<file path="src/rtl/lpseq_pkg.sv">
package lpseq_pkg;

  // Outcome chosen for the current instruction.
  typedef enum logic [2:0] {
    ACT_FLOW = 3'd0,  // instruction moves the PC itself
    ACT_HOLD = 3'd1,  // repeat in progress, same instruction again
    ACT_BACK = 3'd2,  // loop end reached, iterations left
    ACT_EXIT = 3'd3,  // loop end reached, last iteration
    ACT_ADV  = 3'd4   // plain sequential advance
  } seq_act_e;

  // Lane numbering of the frame stacks.
  localparam int LANE_START = 0;
  localparam int LANE_END   = 1;
  localparam int ADDR_LANES = 2;

endpackage

</file>
<file path="src/rtl/lpseq_lifo.sv">
// One lane of the loop-frame nest: a register file indexed by an
// externally managed depth. A push port writes the slot above the top;
// an optional modify port rewrites the top slot in place.
module lpseq_lifo #(
  parameter int DEPTH    = 4,
  parameter int W        = 16,
  parameter bit MOD_PORT = 1'b0,
  localparam int IDX_W   = (DEPTH > 1) ? $clog2(DEPTH) : 1
) (
  input  logic             clk,
  input  logic             rst_n,
  input  logic             push_en,
  input  logic [IDX_W-1:0] push_idx,
  input  logic [W-1:0]     push_data,
  input  logic             mod_en,
  input  logic [IDX_W-1:0] mod_idx,
  input  logic [W-1:0]     mod_data,
  input  logic [IDX_W-1:0] rd_idx,
  output logic [W-1:0]     rd_data
);

  logic [W-1:0] slots [DEPTH];
  logic         mod_ok;

  assign mod_ok  = MOD_PORT && mod_en;
  assign rd_data = slots[rd_idx];

  always_ff @(posedge clk) begin
    if (!rst_n) begin
      for (int i = 0; i < DEPTH; i++) slots[i] <= '0;
    end else begin
      // Modify and push never target the same slot (top vs. above top).
      if (mod_ok)  slots[mod_idx]  <= mod_data;
      if (push_en) slots[push_idx] <= push_data;
    end
  end

endmodule

</file>
<file path="src/rtl/lpseq_repeat.sv">
// Single-instruction repeat counter.
module lpseq_repeat #(
  parameter int CNT_W = 16
) (
  input  logic             clk,
  input  logic             rst_n,
  input  logic             advance,
  input  logic             load,
  input  logic [CNT_W-1:0] load_val,
  output logic [CNT_W-1:0] count,
  output logic             busy,
  output logic             last
);

  assign busy = (count != '0);
  assign last = (count == CNT_W'(1));

  always_ff @(posedge clk) begin
    if (!rst_n)               count <= '0;
    else if (load)            count <= load_val;
    else if (advance && busy) count <= count - CNT_W'(1);
  end

endmodule

</file>
<file path="src/rtl/lpseq_depth.sv">
// Shared depth pointer of the three lanes plus the sticky overflow flag.
// A pop from the current step is applied before a push in the same cycle.
module lpseq_depth #(
  parameter int DEPTH  = 4,
  localparam int DW    = $clog2(DEPTH + 1),
  localparam int IDX_W = (DEPTH > 1) ? $clog2(DEPTH) : 1
) (
  input  logic             clk,
  input  logic             rst_n,
  input  logic             pop,
  input  logic             push_req,
  output logic             push_go,
  output logic [IDX_W-1:0] push_idx,
  output logic [IDX_W-1:0] top_idx,
  output logic             empty,
  output logic             full,
  output logic             err
);

  logic [DW-1:0] depth_q;
  logic [DW-1:0] after_pop;
  logic [DW-1:0] top_pos;
  logic          room;

  assign after_pop = depth_q - DW'(pop);
  assign room      = (after_pop != DW'(DEPTH));
  assign push_go   = push_req && room;
  assign push_idx  = after_pop[IDX_W-1:0];
  assign top_pos   = depth_q - DW'(1);
  assign top_idx   = top_pos[IDX_W-1:0];
  assign empty     = (depth_q == '0);
  assign full      = (depth_q == DW'(DEPTH));

  always_ff @(posedge clk) begin
    if (!rst_n) begin
      depth_q <= '0;
      err     <= 1'b0;
    end else begin
      depth_q <= after_pop + DW'(push_go);
      if (push_req && !room) err <= 1'b1;
    end
  end

endmodule

</file>
<file path="src/rtl/lpseq_ctrl.sv">
// Combinational decision of the next PC and of the action on the state.
module lpseq_ctrl
  import lpseq_pkg::*;
#(
  parameter int PC_W   = 16,
  parameter int SIZE_W = 3,
  parameter int CNT_W  = 16
) (
  input  logic              flow_ctl,
  input  logic [PC_W-1:0]   cur_pc,
  input  logic [SIZE_W-1:0] instr_bytes,
  input  logic              rep_busy,
  input  logic              rep_last,
  input  logic              nest_live,
  input  logic [PC_W-1:0]   top_start,
  input  logic [PC_W-1:0]   top_end,
  input  logic [CNT_W-1:0]  top_cnt,
  output seq_act_e          act,
  output logic [PC_W-1:0]   next_pc,
  output logic [CNT_W-1:0]  cnt_dec
);

  logic [PC_W-1:0] words;

  assign words   = PC_W'(instr_bytes >> 1);
  assign cnt_dec = top_cnt - CNT_W'(1);

  always_comb begin
    if (flow_ctl) begin
      act     = ACT_FLOW;
      next_pc = cur_pc;
    end else if (rep_busy && !rep_last) begin
      act     = ACT_HOLD;
      next_pc = cur_pc;
    end else if (nest_live && (cur_pc == top_end)) begin
      if (cnt_dec != '0) begin
        act     = ACT_BACK;
        next_pc = top_start;
      end else begin
        act     = ACT_EXIT;
        next_pc = cur_pc + PC_W'(1);
      end
    end else begin
      act     = ACT_ADV;
      next_pc = cur_pc + words;
    end
  end

endmodule

</file>
<file path="src/rtl/pc_loop_sequencer.sv">
module pc_loop_sequencer
  import lpseq_pkg::*;
#(
  parameter int PC_W   = 16,
  parameter int SIZE_W = 3,
  parameter int CNT_W  = 16,
  parameter int DEPTH  = 4,
  localparam int IDX_W = (DEPTH > 1) ? $clog2(DEPTH) : 1
) (
  input  logic              clk,
  input  logic              rst_n,
  input  logic              step,
  input  logic [PC_W-1:0]   cur_pc,
  input  logic [SIZE_W-1:0] instr_bytes,
  input  logic              flow_ctl,
  input  logic              loop_push,
  input  logic [PC_W-1:0]   push_start,
  input  logic [PC_W-1:0]   push_end,
  input  logic [CNT_W-1:0]  push_count,
  input  logic              rep_load,
  input  logic [CNT_W-1:0]  rep_count,
  output logic [PC_W-1:0]   next_pc,
  output logic              stk_empty,
  output logic              stk_full,
  output logic              stk_err,
  output logic [CNT_W-1:0]  rep_remaining
);

  seq_act_e         act;
  logic             rep_busy, rep_last;
  logic             push_go;
  logic [IDX_W-1:0] push_idx, top_idx;
  logic [PC_W-1:0]  top_addr [ADDR_LANES];
  logic [PC_W-1:0]  lane_in  [ADDR_LANES];
  logic [CNT_W-1:0] top_cnt, cnt_dec;
  logic             do_pop, do_mod;

  assign do_pop = step && (act == ACT_EXIT);
  assign do_mod = step && (act == ACT_BACK);

  assign lane_in[LANE_START] = push_start;
  assign lane_in[LANE_END]   = push_end;

  lpseq_repeat #(.CNT_W(CNT_W)) u_rep (
    .clk      (clk),
    .rst_n    (rst_n),
    .advance  (step && !flow_ctl),
    .load     (rep_load),
    .load_val (rep_count),
    .count    (rep_remaining),
    .busy     (rep_busy),
    .last     (rep_last)
  );

  lpseq_depth #(.DEPTH(DEPTH)) u_depth (
    .clk      (clk),
    .rst_n    (rst_n),
    .pop      (do_pop),
    .push_req (loop_push),
    .push_go  (push_go),
    .push_idx (push_idx),
    .top_idx  (top_idx),
    .empty    (stk_empty),
    .full     (stk_full),
    .err      (stk_err)
  );

  // Address lanes: push only. Count lane: push plus in-place decrement.
  for (genvar g = 0; g < ADDR_LANES; g++) begin : g_addr_lane
    lpseq_lifo #(.DEPTH(DEPTH), .W(PC_W), .MOD_PORT(1'b0)) u_lane (
      .clk       (clk),
      .rst_n     (rst_n),
      .push_en   (push_go),
      .push_idx  (push_idx),
      .push_data (lane_in[g]),
      .mod_en    (1'b0),
      .mod_idx   ('0),
      .mod_data  ('0),
      .rd_idx    (top_idx),
      .rd_data   (top_addr[g])
    );
  end

  lpseq_lifo #(.DEPTH(DEPTH), .W(CNT_W), .MOD_PORT(1'b1)) u_cnt_lane (
    .clk       (clk),
    .rst_n     (rst_n),
    .push_en   (push_go),
    .push_idx  (push_idx),
    .push_data (push_count),
    .mod_en    (do_mod),
    .mod_idx   (top_idx),
    .mod_data  (cnt_dec),
    .rd_idx    (top_idx),
    .rd_data   (top_cnt)
  );

  lpseq_ctrl #(.PC_W(PC_W), .SIZE_W(SIZE_W), .CNT_W(CNT_W)) u_ctrl (
    .flow_ctl    (flow_ctl),
    .cur_pc      (cur_pc),
    .instr_bytes (instr_bytes),
    .rep_busy    (rep_busy),
    .rep_last    (rep_last),
    .nest_live   (!stk_empty),
    .top_start   (top_addr[LANE_START]),
    .top_end     (top_addr[LANE_END]),
    .top_cnt     (top_cnt),
    .act         (act),
    .next_pc     (next_pc),
    .cnt_dec     (cnt_dec)
  );

endmodule

</file>
<file path="config.mk">
export PLATFORM = sky130hd
export DESIGN_NAME = pc_loop_sequencer
export DESIGN_NICKNAME = d
export VERILOG_FILES = /design/src/rtl/lpseq_pkg.sv /design/src/rtl/lpseq_lifo.sv /design/src/rtl/lpseq_repeat.sv /design/src/rtl/lpseq_depth.sv /design/src/rtl/lpseq_ctrl.sv /design/src/rtl/pc_loop_sequencer.sv
export SDC_FILE = /design/constraint.sdc
export NUM_CORES = 1
export LEC_CHECK = 0
export ABC_AREA = 1
export CAP_MARGIN = 30
export CORE_MARGIN = 5
export CORE_UTILIZATION = 25
export DETAILED_ROUTE_END_ITERATION = 8
export GPL_ROUTABILITY_DRIVEN = 0
export RECOVER_POWER = 25
export SLEW_MARGIN = 10
export SYNTH_ARGS = -nofsm -noshare
export SYNTH_HDL_FRONTEND = slang
export SYNTH_HIERARCHICAL = 1
export SYNTH_SLANG_ARGS = --single-unit
export TNS_END_PERCENT = 50
</file>
<file path="constraint.sdc">
create_clock -name clk -period 13.9 [get_ports clk]
set_clock_uncertainty 0.05 [all_clocks]
set_input_delay 4.17 -clock clk [delete_from_list [all_inputs] [get_ports clk]]
set_output_delay 4.17 -clock clk [all_outputs]
set_load 0.02 [all_outputs]
</file>
# Word-level counts from Yosys, hierarchy flattened
# Memory sizes are Yosys's and may differ from the RTL's.
# Index checks and enable logic that the tools add are counted.
[totals]
input_bits = 89
mem_count = 3
mem_bits_rw = 192
ff_bits = 20
[op_classes]
reduce_logical = 20
eq_ne = 6
add_sub_neg = 7
muxes = 29
[mem_list]
columns = ["memory", "words", "word_bits", "read_ports", "rd_ports_with_merged_regs", "wr", "line_no", "source"]
rows = [
  ["g_addr_lane[0].u_lane.slots", 4, 16, 1, 0, 4, "lpseq_lifo.sv:22", "logic [W-1:0] slots [DEPTH];"],
  ["g_addr_lane[1].u_lane.slots", 4, 16, 1, 0, 4, "lpseq_lifo.sv:22", ""],
  ["u_cnt_lane.slots", 4, 16, 1, 0, 4, "lpseq_lifo.sv:22", ""],
]
[op_table]
columns = ["op", "count"]
rows = [
  ["$mux 16", 10],
  ["$reduce_or 16->1", 4],
  ["$reduce_bool 16->1", 2],
  ["$sub 16x1->16 const B", 2],
  ["$add 16x1->16 const B", 1],
  ["$add 16x2->16", 1],
  ["$eq 16x1->1 const B", 1],
  ["$eq 16x16->1", 1],
  ["$mux 1", 12],
  ["$mux 3", 3],
  ["$logic_and 1x1->1", 8],
  ["$mux 2", 4],
  ["$eq 3x2->1 const B", 2],
  ["$logic_not 1->1", 4],
  ["$add 3x1->3", 1],
  ["$eq 3x3->1 const B", 1],
  ["$logic_not 3->1", 1],
  ["$ne 3x3->1 const B", 1],
  ["$sub 3x1->3", 1],
  ["$reduce_bool 2->1", 1],
  ["$sub 2x1->2 const B", 1],
]

# Longest topological paths before layout
# Gate-level depths: netlist of run 1.
# An unclocked memory read counts as a cell.
[logic_depth]
depth_word = 18
mapped_depth = 36
mapped_depth_nobuf = 34

# Modules after synthesis
# Netlist of run 1, hierarchy kept.
[modules_own_cells]
columns = ["module", "cells_each", "seq_area_each_um2", "area_each_um2", "n_inst"]
rows = [
  ["lpseq_lifo (g_addr_lane[0].u_lane ...)", 349, 1921.8, 3165.5, 2],
  ["lpseq_lifo (u_cnt_lane)", 468, 1921.8, 3686.0, 1],
  ["lpseq_ctrl", 433, 0.0, 2195.9, 1],
  ["lpseq_repeat", 211, 320.3, 1286.2, 1],
  ["lpseq_depth", 43, 80.1, 281.5, 1],
  ["pc_loop_sequencer", 11, 0.0, 41.3, 1],
]

# Worst setup path after synthesis of run 1
# OpenSTA, ideal clock, no wires.
[synth_path]
kind = "input -> output"
from = "input cur_pc[0]"
to = "output next_pc[12]"
path_slack_ps = 3774
stages = 10
n_path_buf = 0
t_arrival_ps = 5906
required_ps = 9680
path_cell_list = "ha_1 > inv_1 > fa_1 > nor3_1 > inv_1 > nor2_1 > nand4_1 > xnor2_1 > a21oi_1 > a21oi_1"
[synth_via]
elab_chain_cells = 5
[synth_lines]
columns = ["element", "line_no", "source"]
rows = [
  ["from (decl)", "pc_loop_sequencer.sv:13", "input logic [PC_W-1:0] cur_pc,"],
  ["$add 16x1->16 or $eq 16x16->1 (tied branches)", "lpseq_ctrl.sv:41, lpseq_ctrl.sv:35", ""],
  ["$mux 16 or $logic_and 1x1->1 (tied branches)", "lpseq_ctrl.sv:36, lpseq_ctrl.sv:35", ""],
  ["$mux 16 *", "lpseq_ctrl.sv:35", "end else if (nest_live && (cur_pc == top_end)) begin"],
  ["$mux 16 *", "lpseq_ctrl.sv:32", "end else if (rep_busy && !rep_last) begin"],
  ["$mux 16 *", "lpseq_ctrl.sv:29", "if (flow_ctl) begin"],
  ["to (decl)", "pc_loop_sequencer.sv:22", "output logic [PC_W-1:0] next_pc,"],
]
# Mark *: on every way between the ends. The rest lies on a longest branch, timed or not.

# Final worst setup path of run 1
# Same ends and word-level chain as after synthesis.

==> results of run 1 <==
## metal layers
| metal | vias to the layer above | GRT usage (%) | part of all wire [%] | wire length, um |
|---|---|---|---|---|
| met5 | - | 0 | 0.25 | 103 |
| met1 | 5664 | 16.7 | 42 | 17500 |
| met4 | 16 | 4.11 | 2.4 | 986 |
| li1 | 6036 | - | - | - |
| met3 | 74 | 3.55 | 8.1 | 3330 |
| met2 | 371 | 22.3 | 47 | 19400 |
## worst max-delay path: stages
cell             delay, ps
clkdlybuf4s50_1        670
ha_1                   230
inv_1                   60
fa_1                   410
nor3_1                 290
inv_1                  100
nor2_1                 230
nand4_1                140
xnor2_1                180
a21oi_1                110
a21oi_1                440
clkdlybuf4s50_1        700
## cell type report
type | count | area share (%)
flip-flops and latches | 212 | 37.5
inverters | 354 | 8.10
diodes | 2 | 0.0305
well taps | 704 | 5.36
repair buffers | 138 | 8.49
clock buffers | 35 | 4.30
clock inverters | 13 | 0.869
multi-input cells | 1218 | 35.3
## where the power goes
group,leakage (nW),internal (mW),switching [mW]
sequential,2.16,0.737,0.0151
combinational,4.97,0.126,0.271
clock,0.405,0.411,0.269
total,7.53,1.27,0.555
## flip-flops by register name, summed over array words and instances, names as in the netlist
name	flops
g_addr_lane.u_lane/slots	128
u_cnt_lane/slots	64
u_rep/count	16
u_depth/depth_q	3
u_depth/err	1
## path summary, 6_finish.rpt
| kind | end | cells after the start |
|---|---|---|
| setup / recovery | next_pc[12] | 12 |
| hold / removal | u_depth/err | 2 |
| setup reg to reg | g_addr_lane[1].u_lane/slots[0][4] | 31 |
| hold reg to reg | u_depth/err | 2 |
## cell usage in the layout, fill, tap and decap left out, types with 21 or more instances in the layout
cell type,instances
o21ai_0,34
clkbuf_16,27
a21oi_1,32
o21ai_1,35
nor2_1,158
nor2_2,43
nand2_1,541
xor2_1,24
nor3_1,40
nand3_1,171
clkdlybuf4s50_1,100
nand4_1,26
edfxtp_1,192
nand2_2,26
inv_1,338
dlygate4sd3_1,21
## stage by stage
step                setup slack (ps)  area, um^2  cells  power, mW
finish                          1960       16400   2676       1.83
global route                    1770       16400   2676       1.92
CTS                             2030       16500   2672       1.85
detailed placement              2060       15600   2624       1.16
global placement                2090       15500   2619       1.15
floorplan                       3770       13800   1863       1.03
==> metrics.yaml, run 1 <==
status: "finished, final reports clean"
setup_tns_ps: 0
synth_area_per_cell_um2: 7.42
vias_per_cell: 4.54
finalSetupViolCount: 0
period_share_pct: 85.9
finalHoldViolations: 0
rsz0062_at_grt: "false"
ctsLongestPathBuffers: 3
hold_ws_ps: 439
max_freq_ghz: 0.0838
fp.dieArea_um2: 60100
crit_path_max_fanout: 7
pwr_density_cell_nw_per_um2: 111
crit_required_ps: 9680
detail_route.first_pass.iterations: 5
endpoint_kind: "primary output"
synth_nets: 1964
start_kind: "input pin"
cts_resized: 0
cts_sinks: 212
fin_util_pct: 29.9
cts_setup_buffers: 0
worstSkewPairLatency_ps: 540
rows: 86
maxSlewHeadroom_pct: 16.7
routedWlPerCell_um: 15.5
cts_made_buffers: 27
r2r_setup_slack_ps: 5640
ys_warn_count: 6
min_path_type: "flop to flop"
drv_cap: 0
htree_levels: 1
num_vias: 12161
slew_violations: 0
fin_crit_ps: 11940
power.leakage_nw: 7.53
final_nets: 2052
n_fill_cell: 5867
cts-hold-fix-buffers: 0
seq_area_um2: 6170
crit_start: "cur_pc[0]"
r2r-start: "u_depth/depth_q[0]"
syn2layout_area_growth_pct: 18.9
clkSlewWorstSetupHoldPaths_ps: 50
drc: 0
drive_gt1_share_pct: 8.53
grt_pass1_wl_um: 64100
antenna_found_initial: 11
root_buffer: "clkbuf_16"
netlist_instances: 1863
die_y_um: 245
grt_start_max_net_pins: 82
multiInputGateArea_um2: 5800
overflow: 0
cts_tree: "done"
syn-cell-area_um2: 13800
ir_worst_vdd_v: 0.0000727
hpwl_um: 28600
crit_arrival_ps: 7720
critPathKind: "input pin to primary output"
ios: 124
initial_core_util_pct: 25.2
first_global_vias: 11831
postRouteAntennaNets: 0
worstHoldStart: "u_depth/err"
grt_usage_pct: 13.3
finalWirelength_um: 41400
worst_pin_slew_ps: 1250
core-area_um2: 54900
drtIter0Drc: 871
die_w_um: 245
portBuffers: 122
(Power assumes the default switching activity.)
==> run 2, diff against run 1 <==
RECOVER_POWER = 100   (was 25)
==> run 2 against run 1 <==
Core utilization decreased by 0.20 points; die area unchanged; first-iteration DRC count rose by 6.9%; worst setup slack got worse by 490 ps; total power down 0.27%; the run now ends with max-capacitance violations, max-slew violations left; critical path type unchanged; sequential share of layout area up 0.25 points; via count decreased by 0.39%; register-to-register slack worse by 170 ps.
==> metrics.yaml, run 2 (synthesis gave the netlist of run 1 again) <==
crit_required_ps: 9680
cts_tree: "done"
maxSlewHeadroom_pct: -4.55
grt_start_max_net_pins: 82
htree_levels: 1
r2r_setup_slack_ps: 5470
clkSlewWorstSetupHoldPaths_ps: 50
routedWlPerCell_um: 15.5
cts_sinks: 212
final_cell_mix: "nand2_1, inv_1, edfxtp_1"
failed_checks: "max-capacitance violations, max-slew violations"
worstHoldStart: "u_depth/err"
finalSetupViolCount: 0
fin_crit_ps: 12430
timing.rr.end: "g_addr_lane[1].u_lane/slots[2][12]"
initial_core_util_pct: 25.2
cts_setup_buffers: 0
core-area_um2: 54900
top_register: "g_addr_lane.u_lane/slots"
hold_path_depth: 2
cts_made_buffers: 27
ios: 124
dpl-instance-area_um2: 15600
syn2layout_area_growth_pct: 18.1
status: "finished, violations left"
sequentialPowerShare_pct: 41.2
ir_worst_vdd_v: 0.0000725
r2r-start: "u_depth/depth_q[0]"
worstSkewPairLatency_ps: 530
rsz0062_at_grt: "false"
cts-hold-fix-buffers: 0
detail_route.first_pass.iterations: 5
cts_resized: 0
endpoint_kind: "primary output"
critPathKind: "input pin to primary output"
switching_share_pct: 30.3
min_to: "u_depth/err"
internal_power_mw: 1.27
power_frac_comb_pct: 21.4
setup_tns_ps: 0
reg2reg_depth: 26
ctsLongestPathBuffers: 3
finalHoldViolations: 0
final_nets: 2052
grt_usage_pct: 13.3
switchingPower_mw: 0.553
power_frac_clock_pct: 37.3
fp.dieArea_um2: 60100
period_share_pct: 89.4
overflow: 0
drv_cap: 1
max_freq_ghz: 0.0804
drc: 0
finalWirelength_um: 41400
design_area_um2: 16300
vias_per_cell: 4.53
rows: 86
worst_pin_slew_ps: 1570
largest_register_ffs: 128
final_common_cell: "nand2_1"
hpwl_um: 28600
min_path_type: "flop to flop"
die_y_um: 245
pwr_density_cell_nw_per_um2: 112
portBuffers: 122
drtIter0Drc: 931
crit_arrival_ps: 8210
drive_gt1_share_pct: 7.46
start_kind: "input pin"
crit_path_max_fanout: 18
first_global_vias: 11831
grt_pass1_wl_um: 64100
power.leakage_nw: 7.48
num_vias: 12114
root_buffer: "clkbuf_16"
die_w_um: 245
postRouteAntennaNets: 0
slew_violations: 34
antenna_found_initial: 11
top_regs: "g_addr_lane.u_lane/slots x128, u_cnt_lane/slots x64, u_rep/count x16"
==> run 2: worst max-delay path, stage by stage <==
cell and delay [ps]:
dlygate4sd3_1 700, inv_1 160, or2_2 130, nand2_1 40, inv_1 50, nand4_1 90, nor2_1 100, nand3_1 220
nor2_1 950, inv_1 480, nand3_1 190, nand2_1 80, inv_1 130, dlygate4sd3_1 710
==> run 2: layout make-up <==
| type | count | area (um^2) |
|---|---|---|
| fillers | 5884 | 38600 |
| flip-flops and latches | 212 | 6170 |
| clock inverters | 13 | 143 |
| well taps | 704 | 881 |
| diodes | 2 | 5.00 |
| inverters | 354 | 1330 |
| clock buffers | 35 | 706 |
| multi-input cells | 1218 | 5760 |
| repair buffers | 138 | 1330 |
==> run 2: metal layers <==
layer | wire length, um | vias up | track usage (%) | share of wire, %
li1 | - | 6039 | - | -
met1 | 17600 | 5633 | 16.7 | 43
met4 | 977 | 16 | 4.11 | 2.4
met5 | 115 | - | 0 | 0.28
met3 | 3380 | 74 | 3.55 | 8.2
met2 | 19300 | 352 | 22.3 | 47
==> run 2: power by group through the flow <==
stage | clock, mW | combinational [mW] | sequential (mW)
floorplan | 0 | 0.265 | 0.765
global placement | 0 | 0.389 | 0.764
detailed placement | 0 | 0.398 | 0.765
finish | 0.680 | 0.391 | 0.752
global route | 0.724 | 0.436 | 0.756
CTS | 0.701 | 0.400 | 0.752
==> run 2: per-stage QoR <==
stage,instances,worst slack [ps],power [mW],util [%],hold slack [ps]
finish,2676,1470,1.82,29.7,439
global route,2676,1210,1.92,29.7,465
CTS,2672,2030,1.85,30.0,445
detailed placement,2624,2060,1.16,28.5,430
global placement,2619,2090,1.15,28.3,439
floorplan,1863,3770,1.03,-,485
==> run 2: worst max path at each step <==
stage / slack [ps] / cells after the start / endpoint / startpoint
CTS: 2030 / 12 / next_pc[12] / cur_pc[0]
floorplan: 3770 / 10 / next_pc[12] / cur_pc[0]
global route: 1210 / 14 / next_pc[15] / cur_pc[6]
detailed placement: 2060 / 12 / next_pc[12] / cur_pc[0]
finish: 1470 / 14 / next_pc[6] / cur_pc[6]
global placement: 2090 / 12 / next_pc[12] / cur_pc[0]
